===== config.mk =====
export PLATFORM = sky130hd
export DESIGN_NAME = slink_frame_asm
export DESIGN_NICKNAME = d
export VERILOG_FILES = /design/src/rtl/slink_frame_asm.sv
export SDC_FILE = /design/constraint.sdc
export NUM_CORES = 1
export LEC_CHECK = 0
export ABC_AREA = 1
export BUFFER_PORTS_ARGS = -buffer_cell sky130_fd_sc_hd__buf_2
export CORE_MARGIN = 3
export CORE_UTILIZATION = 50
export DETAILED_ROUTE_END_ITERATION = 8
export MAX_ROUTING_LAYER = met4
export PLACE_DENSITY = 0.8
export SYNTH_ARGS = -nofsm -noshare
export SYNTH_HDL_FRONTEND = slang
export SYNTH_SLANG_ARGS = --single-unit

===== constraint.sdc =====
create_clock -name clk -period 1.5 [get_ports clk]
set_input_delay 0.075 -clock clk [delete_from_list [all_inputs] [get_ports clk]]
set_output_delay 0.075 -clock clk [all_outputs]
set_load 0.01 [all_outputs]

===== src/rtl/slink_frame_asm.sv =====
`timescale 1ns/1ps
module slink_frame_asm #(
  parameter logic [6:0] CFG_INDEX = 7'h6E
) (
  input  logic        clk,
  input  logic        rst_n,
  input  logic        frame_sync,
  input  logic [19:0] adc_left,
  input  logic [19:0] adc_right,
  input  logic        adc_valid,
  input  logic        rsp_req,
  input  logic [6:0]  rsp_addr,
  input  logic [15:0] rsp_data,
  input  logic [18:0] gp_bits,
  input  logic        gp_irq,
  input  logic        gp_valid,
  input  logic        cfg_wr,
  input  logic [6:0]  cfg_idx,
  input  logic [15:0] cfg_wdata,
  output logic        sdata
);

  logic [2:0]        pair_sel;
  logic              pend;
  logic [6:0]        pend_addr;
  logic [15:0]       pend_data;
  logic [3:0]        lsl, rsl;
  logic [12:1][19:0] slots;
  logic [12:1]       vld;
  logic [15:0]       tag;
  logic [255:0]      frame_next;
  logic [255:0]      shreg;

  always_ff @(posedge clk or negedge rst_n)
    if (!rst_n) pair_sel <= '0;
    else if (cfg_wr && cfg_idx == CFG_INDEX) pair_sel <= cfg_wdata[2:0];

  always_ff @(posedge clk or negedge rst_n)
    if (!rst_n) begin
      pend      <= 1'b0;
      pend_addr <= '0;
      pend_data <= '0;
    end else if (rsp_req) begin
      pend      <= 1'b1;
      pend_addr <= rsp_addr;
      pend_data <= rsp_data;
    end else if (frame_sync) begin
      pend      <= 1'b0;
    end

  always_comb
    case (pair_sel)
      3'd1:    begin lsl = 4'd7;  rsl = 4'd8;  end
      3'd2:    begin lsl = 4'd6;  rsl = 4'd9;  end
      3'd3:    begin lsl = 4'd10; rsl = 4'd11; end
      default: begin lsl = 4'd3;  rsl = 4'd4;  end
    endcase

  always_comb begin
    slots = '0;
    vld   = '0;
    if (pend) begin
      slots[1] = {1'b0, pend_addr, 12'h000};
      slots[2] = {pend_data, 4'h0};
      vld[1]   = 1'b1;
      vld[2]   = 1'b1;
    end
    if (adc_valid) begin
      slots[lsl] = adc_left;
      slots[rsl] = adc_right;
      vld[lsl]   = 1'b1;
      vld[rsl]   = 1'b1;
    end
    if (gp_valid) begin
      slots[12] = {gp_bits, gp_irq};
      vld[12]   = 1'b1;
    end
  end

  assign tag[15]  = |vld;
  assign tag[2:0] = 3'b000;
  assign frame_next[255:240] = tag;

  for (genvar s = 1; s <= 12; s++) begin : g_slot
    assign tag[15-s] = vld[s];
    assign frame_next[239-20*(s-1) -: 20] = slots[s];
  end

  always_ff @(posedge clk or negedge rst_n)
    if (!rst_n) shreg <= '0;
    else if (frame_sync) shreg <= frame_next;
    else shreg <= {shreg[254:0], 1'b0};

  assign sdata = shreg[255];


  shift_order_chk: assert property (@(posedge clk) disable iff (!rst_n)
    !frame_sync |=> shreg == {$past(shreg[254:0]), 1'b0});


  atomic_tag_chk: assert property (@(posedge clk) disable iff (!rst_n)
    frame_sync |=> shreg[254] == shreg[253]);


  rsp_sent_once_chk: assert property (@(posedge clk) disable iff (!rst_n)
    frame_sync && pend && !rsp_req |=> !pend && shreg[254]);


  foreign_index_chk: assert property (@(posedge clk) disable iff (!rst_n)
    cfg_wr && cfg_idx != CFG_INDEX |=> $stable(pair_sel));


  low_tag_zero_chk: assert property (@(posedge clk) disable iff (!rst_n)
    frame_sync |=> shreg[242:240] == 3'b000);


  gp_tag_chk: assert property (@(posedge clk) disable iff (!rst_n)
    frame_sync |=> shreg[243] == $past(gp_valid));

endmodule


==> results of run 1 <==
==> path summary, 6_finish.rpt <==
kind / start / endpoint / slack, ps
max: frame_sync / shreg[0] / 70
min: adc_valid / shreg[255] / 10
max reg2reg: pair_sel[2] / shreg[76] / 150
min reg2reg: shreg[115] / shreg[116] / 440
max in group asynchronous: rst_n / shreg[75] / 800
min in group asynchronous: rst_n / shreg[71] / 70
==> sequential cells by signal, indices dropped and copies added (netlist names) <==
signal     flops
pend_addr      7
pair_sel       3
shreg        256
pend           1
pend_data     16
==> what timing repair did <==
item | in CTS | in global routing
hold buffers | 102 | 0
setup endpoints to repair | 0 | 2
hold endpoints to repair | 494 | 0
gates resized for setup | 0 | 1
==> logic make-up after synthesis <==
| group | after synthesis |
|---|---|
| buf+inv | 169 |
| simple gates | 441 |
| flops | 283 |
| compound gates | 168 |
==> per-stage QoR <==
| stage | cell area [um^2] | setup WS [ps] | utilization (%) |
|---|---|---|---|
| 5_1_grt | 13200 | 6.37 | 66.5 |
| 4_1_cts | 13200 | 29.8 | 66.3 |
| 2_1_floorplan | 10300 | 360 | - |
| 3_5_place_dp | 11300 | 177 | 56.8 |
| 3_3_place_gp | 11300 | 268 | 56.8 |
| 6_report | 13200 | 68.1 | 66.5 |
==> power by group through the flow <==
| stage | Clock, mW | Sequential [mW] | Combinational (mW) |
|---|---|---|---|
| 2_1_floorplan | 0 | 8.18 | 0.500 |
| 3_3_place_gp | 0 | 8.20 | 0.994 |
| 3_5_place_dp | 0 | 8.21 | 1.03 |
| 4_1_cts | 6.80 | 8.08 | 1.23 |
| 5_1_grt | 7.13 | 8.11 | 1.42 |
| 6_report | 6.68 | 8.09 | 1.26 |
==> Yosys cell counts <==
master / instances
nand2_1: 321
nor2_1: 49
buf_2: 22
nand4_1: 2
inv_1: 109
o21a_1: 1
nor3b_1: 2
nor2_2: 1
o21bai_1: 1
dfrtp_1: 283
clkbuf_1: 35
inv_2: 1
nand3_1: 65
nor3_2: 1
o21ai_0: 166
buf_1: 2
==> critical path: stages <==
cell,delay [ps]
dlygate4sd3_1,550
clkbuf_4,250
buf_12,190
nand2_1,140
nor2_1,120
dlygate4sd3_1,560
==> final cells by class <==
cell class,instances,area [um^2]
Fill cell,1452,6670
Multi-Input combinational cell,609,2610
Antenna cell,1,2.50
Tap cell,265,332
Timing Repair Buffer,229,1920
Inverter,110,418
Clock inverter,12,100
Clock buffer,37,776
Sequential cell,283,7080
==> per-layer routing <==
metal,share of wire [%],global-route usage (%)
met3,5.8,3.54
met4,2.9,7.18
met2,49,35.4
met5,0,-
met1,43,29.7
==> results_dict.tcl, run 1 <==
set metrics [dict create \
    status "complete, no violations" \
    synth.top_cell.area_share_pct 68.4 \
    fp.dieW_um 150 \
    p_int_mw 12.3 \
    drtIter0Drc 531 \
    cts_max_level 1 \
    worstPathMaxFanout 24 \
    cts.sinks 283 \
    yosys-top-cells-area "dfrtp_1, nand2_1, o21ai_0, inv_1, nand3_1" \
    netSwitchingPower_mw 3.72 \
    antenna_left 0 \
    p_sw_share_pct 23.2 \
    antenna_found_initial 1 \
    power_frac_comb_pct 7.8 \
    syn_area_mm2 0.0103 \
    yosysSeqAreaShare_pct 68.4 \
    worstSetupStartpointType "primary input" \
    min_period_ps 1430 \
    syn2layout_area_growth_pct 27.9 \
    cap_violations 0 \
    synth.avg_cell_area_um2 9.75 \
    powerDensity_mw_per_mm2 1210 \
    clkTransAtPathRegs_ps 60 \
    routed_wl_um 23500 \
    dp_hpwl_um 12500 \
    row_count 51 \
    overflow 0 \
    grt_pass1_vias 8159 \
    io_pins 114 \
    required_ps 1960 \
    p_leak_nw 6.72 \
    gp_congestion 0.811 \
    first_pass_iters 6 \
    finalHoldWorstSlack_ps 14.3 \
    worstHoldPathCells 5 \
    ys_seq_elements 283 \
    worst_slew_pin_slew_ps 684 \
    crit_arrival_ps 1900 \
    post_synth_num_cell_types 16 \
    cts_setup_buffers 0 \
    cts_tree "yes" \
    grt_max_degree 63 \
    grt_pass1_wl_um 39500 \
    fmax_mhz 698 \
    start_util_pct 52.0 \
    core_mm2 0.0199 \
    rr_worst_depth 4 \
    hold_class "in2reg" \
    finalSetupViolations 0 \
    setup_tns_ps 0 \
    numCtsBuffers 29 \
    hold_viol 0 \
    end_kind "flip-flop" \
    ctsRootBufferMaster "clkbuf_16" \
    instances_no_fill 1546 \
    synth_top_family_by_area "simple AND/OR/NAND/NOR gates" \
    drive_gt1_share_pct 13.5 \
    die_area_mm2 0.0225 \
    die_h_um 150 \
    fin_nets 1375 \
    synth_xor_area_share_pct 0 \
    crit_type "in2reg" \
    grt_usage_pct 22.2 \
    synthAdderAreaFrac_pct 0 \
    fin_worst_skew_ps 14.8 \
    synth_warnings 0 \
    clkPwrFrac_pct 41.7 \
    yosys.area.top_type "dfrtp_1" \
    synth_mux_area_share_pct 0 \
    yosys.area_share.simple_pct 17.0 \
    placed_cells 1393 \
    p_total_mw 16.0 \
    rsz0062_at_grt "false" \
    vias_per_cell 5.07 \
    finalCritPeriodShare_pct 95.5 \
    cts_buffer_depth 3 \
    final_cell_mix "nand2_1, dfrtp_1, o21ai_0" \
    via_count 7833 \
    slew_viol_final 0 \
    synth_compound_area_share_pct 8.17 \
    synthCells 1061 \
    drc 0 \
    p_seq_share_pct 50.5 \
    max_slew_margin_pct 54.4 \
    layout_commonest_cell "nand2_1" \
    routedWlPerCell_um 15.2 \
    clk_latency_ps 540 \
    place.port_buffers 100 \
    peakVddDrop_mv 0.963 \
    syn-num-nets 1174 \
]
No activity file was read; power rests on OpenSTA's default activity.
==> inputs of run 2 (changes only) <==
CORE_MARGIN = 8   (was 3)
==> run 2 against run 1 <==
  * Sequential share of layout area about the same
  * Hold slack improved by 30 ps
  * Count of clock-buffer cells in the layout increased by 5
  * Utilization decreased by 1.3 points
  * Sequential power about the same
  * Via count increased by 0.40%
  * Sequential cell count unchanged
  * Combinational power about the same
  * Clock power increased by 3%
  * Total power increased by 1.0%
  * Largest power group unchanged
==> results_dict.tcl, run 2 (same netlist as run 1, synthesis figures left out) <==
set metrics [dict create \
    first_pass_iters 5 \
    regArea_mm2 0.00708 \
    core_mm2 0.0203 \
    grt_pass1_vias 8250 \
    drtIter0Drc 753 \
    via_count 7864 \
    gp_congestion 0.788 \
    peakVddDrop_mv 0.834 \
    powerDensity_mw_per_mm2 1220 \
    layout_setup_ws_ps 159 \
    finalCritPeriodShare_pct 89.4 \
    fmax_mhz 746 \
    overflow 0 \
    worstPathMaxFanout 14 \
    routed_wl_um 24100 \
    slew_viol_final 0 \
    crit_chain "inv_1 > nor2_4 > nand4_1 > buf_4 > o21ai_0" \
    cp_slowest_cell "dfrtp_1" \
    grt_pass1_wl_um 40900 \
    fin_worst_skew_ps 14.9 \
    setup_tns_ps 0 \
    status "complete, no violations" \
    regMostFlops "shreg" \
    layout_commonest_cell "nand2_1" \
    multi_input_area_mm2 0.00262 \
    antenna_left 0 \
    postLayoutCoreUtil_pct 65.2 \
    p_int_mw 12.6 \
    end_kind "flip-flop" \
    vias_per_cell 5.09 \
    p_sw_share_pct 22.2 \
    grt_max_degree 79 \
    largest_reg_flops 256 \
    cap_violations 0 \
    row_count 52 \
    numCtsBuffers 28 \
    ff2ff_setup_slack_ps 160 \
    crit_type "reg2reg" \
    rsz0062_at_grt "false" \
    start_util_pct 51.0 \
    crit_arrival_ps 1760 \
    finalHoldWorstSlack_ps 44.6 \
    crit_buf_inv 2 \
    cts.sinks 283 \
    cts_max_level 1 \
    drive_gt1_share_pct 13.1 \
    worstSetupStartpointType "flip-flop" \
    hold_class "in2reg" \
    max_stage_delay_ps 400 \
    clkPwrFrac_pct 42.5 \
    clk_latency_ps 530 \
    max_slew_margin_pct 53.0 \
    grt_usage_pct 19.5 \
    cts_buffer_depth 3 \
    die_h_um 160 \
    p_seq_share_pct 50.0 \
    antenna_found_initial 0 \
    io_pins 114 \
    routedWlPerCell_um 15.6 \
    min_period_ps 1340 \
    cts_tree "yes" \
    drc 0 \
    antenna_cells 0 \
    p_leak_nw 6.72 \
    power_frac_comb_pct 7.6 \
    hold_viol 0 \
    ctsRootBufferMaster "clkbuf_16" \
    crit_family "flip-flops" \
    finalSetupViolations 0 \
    top_regs "shreg: 256 flops, pend_data: 16 flops, pend_addr: 7 flops" \
    clkTransAtPathRegs_ps 60 \
    pre_cts_ws_ps 151 \
    n_fill_cell 1459 \
    required_ps 1920 \
    final_cell_mix "nand2_1, dfrtp_1, o21ai_0" \
    dp_hpwl_um 13000 \
    die_area_mm2 0.0256 \
    fp.dieW_um 160 \
    fin_nets 1371 \
    netSwitchingPower_mw 3.60 \
    syn2layout_area_growth_pct 27.9 \
    cts_setup_buffers 0 \
    worst_slew_pin_slew_ps 705 \
    place.port_buffers 100 \
]
run 2: changes by cell type in the layout (fill, tap and decap cells not counted), sizes merged:
cell         before  now
buf             125  120
dlygate4sd3     102  106
clkbuf           39   42
clkinv            6    4
clkinvlp          3    1
inv             112  110
diode             1    0
run 2: area by class of cell:
cell class,instances,area share [%]
sequential,283,53.5
timing repair buffer,226,14.0
clock buffer,42,6.53
tap,270,2.55
inverter,110,3.16
multi-input combinational,609,19.8
clock inverter,6,0.435
run 2: final timing paths:
| path | from | depth (start not counted) | endpoint |
|---|---|---|---|
| worst max-delay path | pair_sel[1] | 5 | shreg[55] |
| worst min-delay path | cfg_idx[0] | 5 | pair_sel[2] |
| worst max register to register | pair_sel[1] | 5 | shreg[55] |
| worst min register to register | shreg[164] | 2 | shreg[165] |
| max in group asynchronous | rst_n | 4 | shreg[195] |
| min in group asynchronous | rst_n | 3 | shreg[169] |
run 2: repair_timing:
action                                  CTS  global route
gates resized for setup                   0             1
endpoints found under the setup margin    0             1
hold buffers                            106             0
hold endpoints to repair                497             0
run 2: power by group through the flow:
stage	clock network (mW)	registers, mW	logic [mW]
final	6.87	8.09	1.23
after CTS	7.01	8.08	1.21
after floorplan	0	8.18	0.500
after detailed placement	0	8.21	0.997
after global placement	0	8.20	0.969
after global routing	7.30	8.11	1.39
run 2: through the flow:
stage | cell area [um^2] | power, mW | std cells
global placement | 11200 | 9.17 | 1392
floorplan | 10300 | 8.68 | 1061
CTS | 13200 | 16.3 | 1546
finish | 13200 | 16.2 | 1546
detailed placement | 11200 | 9.21 | 1392
global route | 13200 | 16.8 | 1546
run 2: worst min-delay path, cell delays in order:
cell and delay, ps:
buf_2 80, nor3b_1 80, nand2_1 170, nand2_1 70, nand2_1 50
run 2: layer usage:
metal	global-route usage [%]	vias up	wire length (um)
met5	-	-	0
met4	3.99	0	377
met3	3.32	37	1330
li1	-	3675	-
met1	25.5	3892	10400
met2	31.9	260	11900
==> inputs of run 3 (changes only) <==
PLACE_DENSITY = default   (was 0.8)
PLACE_DENSITY_LB_ADDON = 0.15   (was default)
RECOVER_POWER = 50   (was default)
==> run 3 against run 2 <==
  * Total power up 4.5%
  * Non-clock buffer count is 17 higher
  * Register-to-register slack about the same
  * Hold slack got worse by 25 ps
  * Sequential cell count is the same
  * Highest routed layer unchanged
  * Clock skew decreased by 7.0 ps
  * Largest power group unchanged
  * Global-route usage shrank 0.80 points
  * Count of clock-buffer cells in the layout decreased by 2
  * Die area stayed put
  * Design area rose by 1.8%
  * Sequential power barely moved
  * Routed wire length down 5.7%
==> results_dict.tcl, run 3 (same netlist as run 1, synthesis figures left out) <==
set metrics [dict create \
    crit_chain "dlygate4sd3_1 > buf_2 > buf_4 > nand3_1 > dlygate4sd3_1 > nand2_1" \
    grt_max_degree 72 \
    cp_slowest_cell "dlygate4sd3_1" \
    finalInstanceArea_mm2 0.0135 \
    fin_worst_skew_ps 7.87 \
    status "complete, no violations" \
    die_area_mm2 0.0256 \
    rr_worst_depth 4 \
    syn2layout_area_growth_pct 30.2 \
    worstReg2RegStart "pair_sel[2]" \
    rsz0062_at_grt "true" \
    row_count 52 \
    netSwitchingPower_mw 3.76 \
    regMostFlops "shreg" \
    cts_buffer_depth 3 \
    finalCritPeriodShare_pct 97.4 \
    ff2ff_setup_slack_ps 150 \
    via_count 7618 \
    max_slew_margin_pct 41.9 \
    overflow 0 \
    start_util_pct 51.0 \
    first_pass_iters 5 \
    end_kind "flip-flop" \
    clk_latency_ps 540 \
    cts_max_level 1 \
    grt_usage_pct 18.7 \
    grt_pass1_vias 7952 \
    clkTransAtPathRegs_ps 60 \
    postPlaceCellArea_mm2 0.0113 \
    ctsRootBufferMaster "clkbuf_16" \
    drc 0 \
    antenna_found_initial 1 \
    worstPathMaxFanout 29 \
    n_fill_cell 1613 \
    largest_reg_flops 256 \
    max_stage_delay_ps 580 \
    hold_class "in2async" \
    io_pins 114 \
    crit_arrival_ps 1930 \
    top_regs "shreg: 256 flops, pend_data: 16 flops, pend_addr: 7 flops" \
    grt_pass1_wl_um 39500 \
    antenna_left 0 \
    gp_congestion 0.756 \
    power_frac_comb_pct 7.3 \
    routedWlPerCell_um 14.4 \
    cap_violations 0 \
    cp_common_cell "dlygate4sd3_1" \
    setup_tns_ps 0 \
    drive_gt1_share_pct 13.5 \
    r2r_end "shreg[28]" \
    required_ps 1970 \
    worst_slew_pin_slew_ps 871 \
    peakVddDrop_mv 1.01 \
    vias_per_cell 4.85 \
    cts_tree "yes" \
    finalSetupViolations 0 \
    hold_viol 0 \
    crit_type "in2reg" \
    powerDensity_mw_per_mm2 1260 \
    final_cell_mix "nand2_1, dfrtp_1, o21ai_0" \
    cts.sinks 283 \
    layout_commonest_cell "nand2_1" \
    slew_viol_final 0 \
    crit_end "shreg[17]" \
    routed_wl_um 22700 \
    fmax_mhz 684 \
    startpoint "frame_sync" \
    p_seq_share_pct 47.8 \
    p_leak_nw 6.80 \
    clkPwrFrac_pct 45.0 \
    finalHoldWorstSlack_ps 19.5 \
    core_mm2 0.0203 \
    drtIter0Drc 486 \
    fp.dieW_um 160 \
    die_h_um 160 \
    dp_hpwl_um 12500 \
    fin_nets 1389 \
    numCtsBuffers 29 \
    p_int_mw 13.2 \
    min_period_ps 1460 \
    worstSetupStartpointType "primary input" \
    place.port_buffers 100 \
    p_sw_share_pct 22.2 \
]
## run 3: changes by cell type in the layout (fill, tap and decap cells not counted)
| cell | before | now |
|---|---|---|
| buf_12 | 11 | 9 |
| buf_4 | 9 | 5 |
| buf_6 | 0 | 1 |
| bufinv_16 | 1 | 4 |
| clkbuf_2 | 0 | 3 |
| clkbuf_4 | 0 | 3 |
| clkinv_2 | 4 | 6 |
| clkinvlp_4 | 1 | 3 |
| diode_2 | 0 | 1 |
| dlygate4sd3_1 | 106 | 120 |
| inv_6 | 1 | 2 |
| nor2_2 | 0 | 1 |
| nor2_4 | 1 | 0 |
## run 3: area by class of cell
| type | instances | area (um^2) | area share, % |
|---|---|---|---|
| clock inverter | 14 | 181 | 1.35 |
| antenna | 1 | 2.50 | 0.0186 |
| inverter | 110 | 418 | 3.10 |
| clock buffer | 40 | 857 | 6.36 |
| timing repair buffer | 243 | 1990 | 14.7 |
| multi-input combinational | 609 | 2610 | 19.4 |
| sequential | 283 | 7080 | 52.6 |
| tap | 270 | 338 | 2.51 |
## run 3: metal layers
layer | wire length, um | track usage (%)
met5 | 0 | -
met4 | 543 | 4.97
met3 | 910 | 2.75
met2 | 10600 | 29.4
met1 | 10600 | 25.4
## run 3: per-stage QoR
| stage | utilization (%) | instances | setup slack, ps | power [mW] |
|---|---|---|---|---|
| floorplan | - | 1061 | 360 | 8.68 |
| global placement | 55.7 | 1395 | 235 | 9.21 |
| detailed placement | 55.7 | 1395 | 173 | 9.24 |
| CTS | 66.7 | 1569 | 47.9 | 17.1 |
| global route | 66.4 | 1570 | -30.5 | 17.6 |
| finish | 66.4 | 1570 | 38.6 | 16.9 |
## run 3: how the worst min path moves through the flow
stage	end	slack, ps	startpoint	cells past startpoint
after CTS	shreg[19]	3	gp_valid	3
after global placement	shreg[172]	6	rst_n	1
after global routing	shreg[170]	40	rst_n	2
final	shreg[172]	20	rst_n	2
after floorplan	pair_sel[0]	-220	rst_n	0
after detailed placement	shreg[172]	10	rst_n	1
## run 3: timing repair
action / 4_1_cts / 5_1_grt
hold endpoints to repair: 491 / 0
gates resized for setup: 0 / 1
buffers inserted: 0 / 0
endpoints found under the setup margin: 0 / 16
hold buffers: 120 / 0
## run 3: power by group through the flow
stage	Sequential [mW]	Clock, mW	Combinational, mW
after global routing	8.10	8.09	1.40
after CTS	8.07	7.77	1.26
after global placement	8.20	0	1.01
final	8.08	7.61	1.23
after floorplan	8.18	0	0.500
after detailed placement	8.21	0	1.03
## run 3: worst max-delay path: cells and delay by family
kind / cells / cell delay, ps
buffers and inverters: 4 / 1660
AND/OR/NAND/NOR: 2 / 190
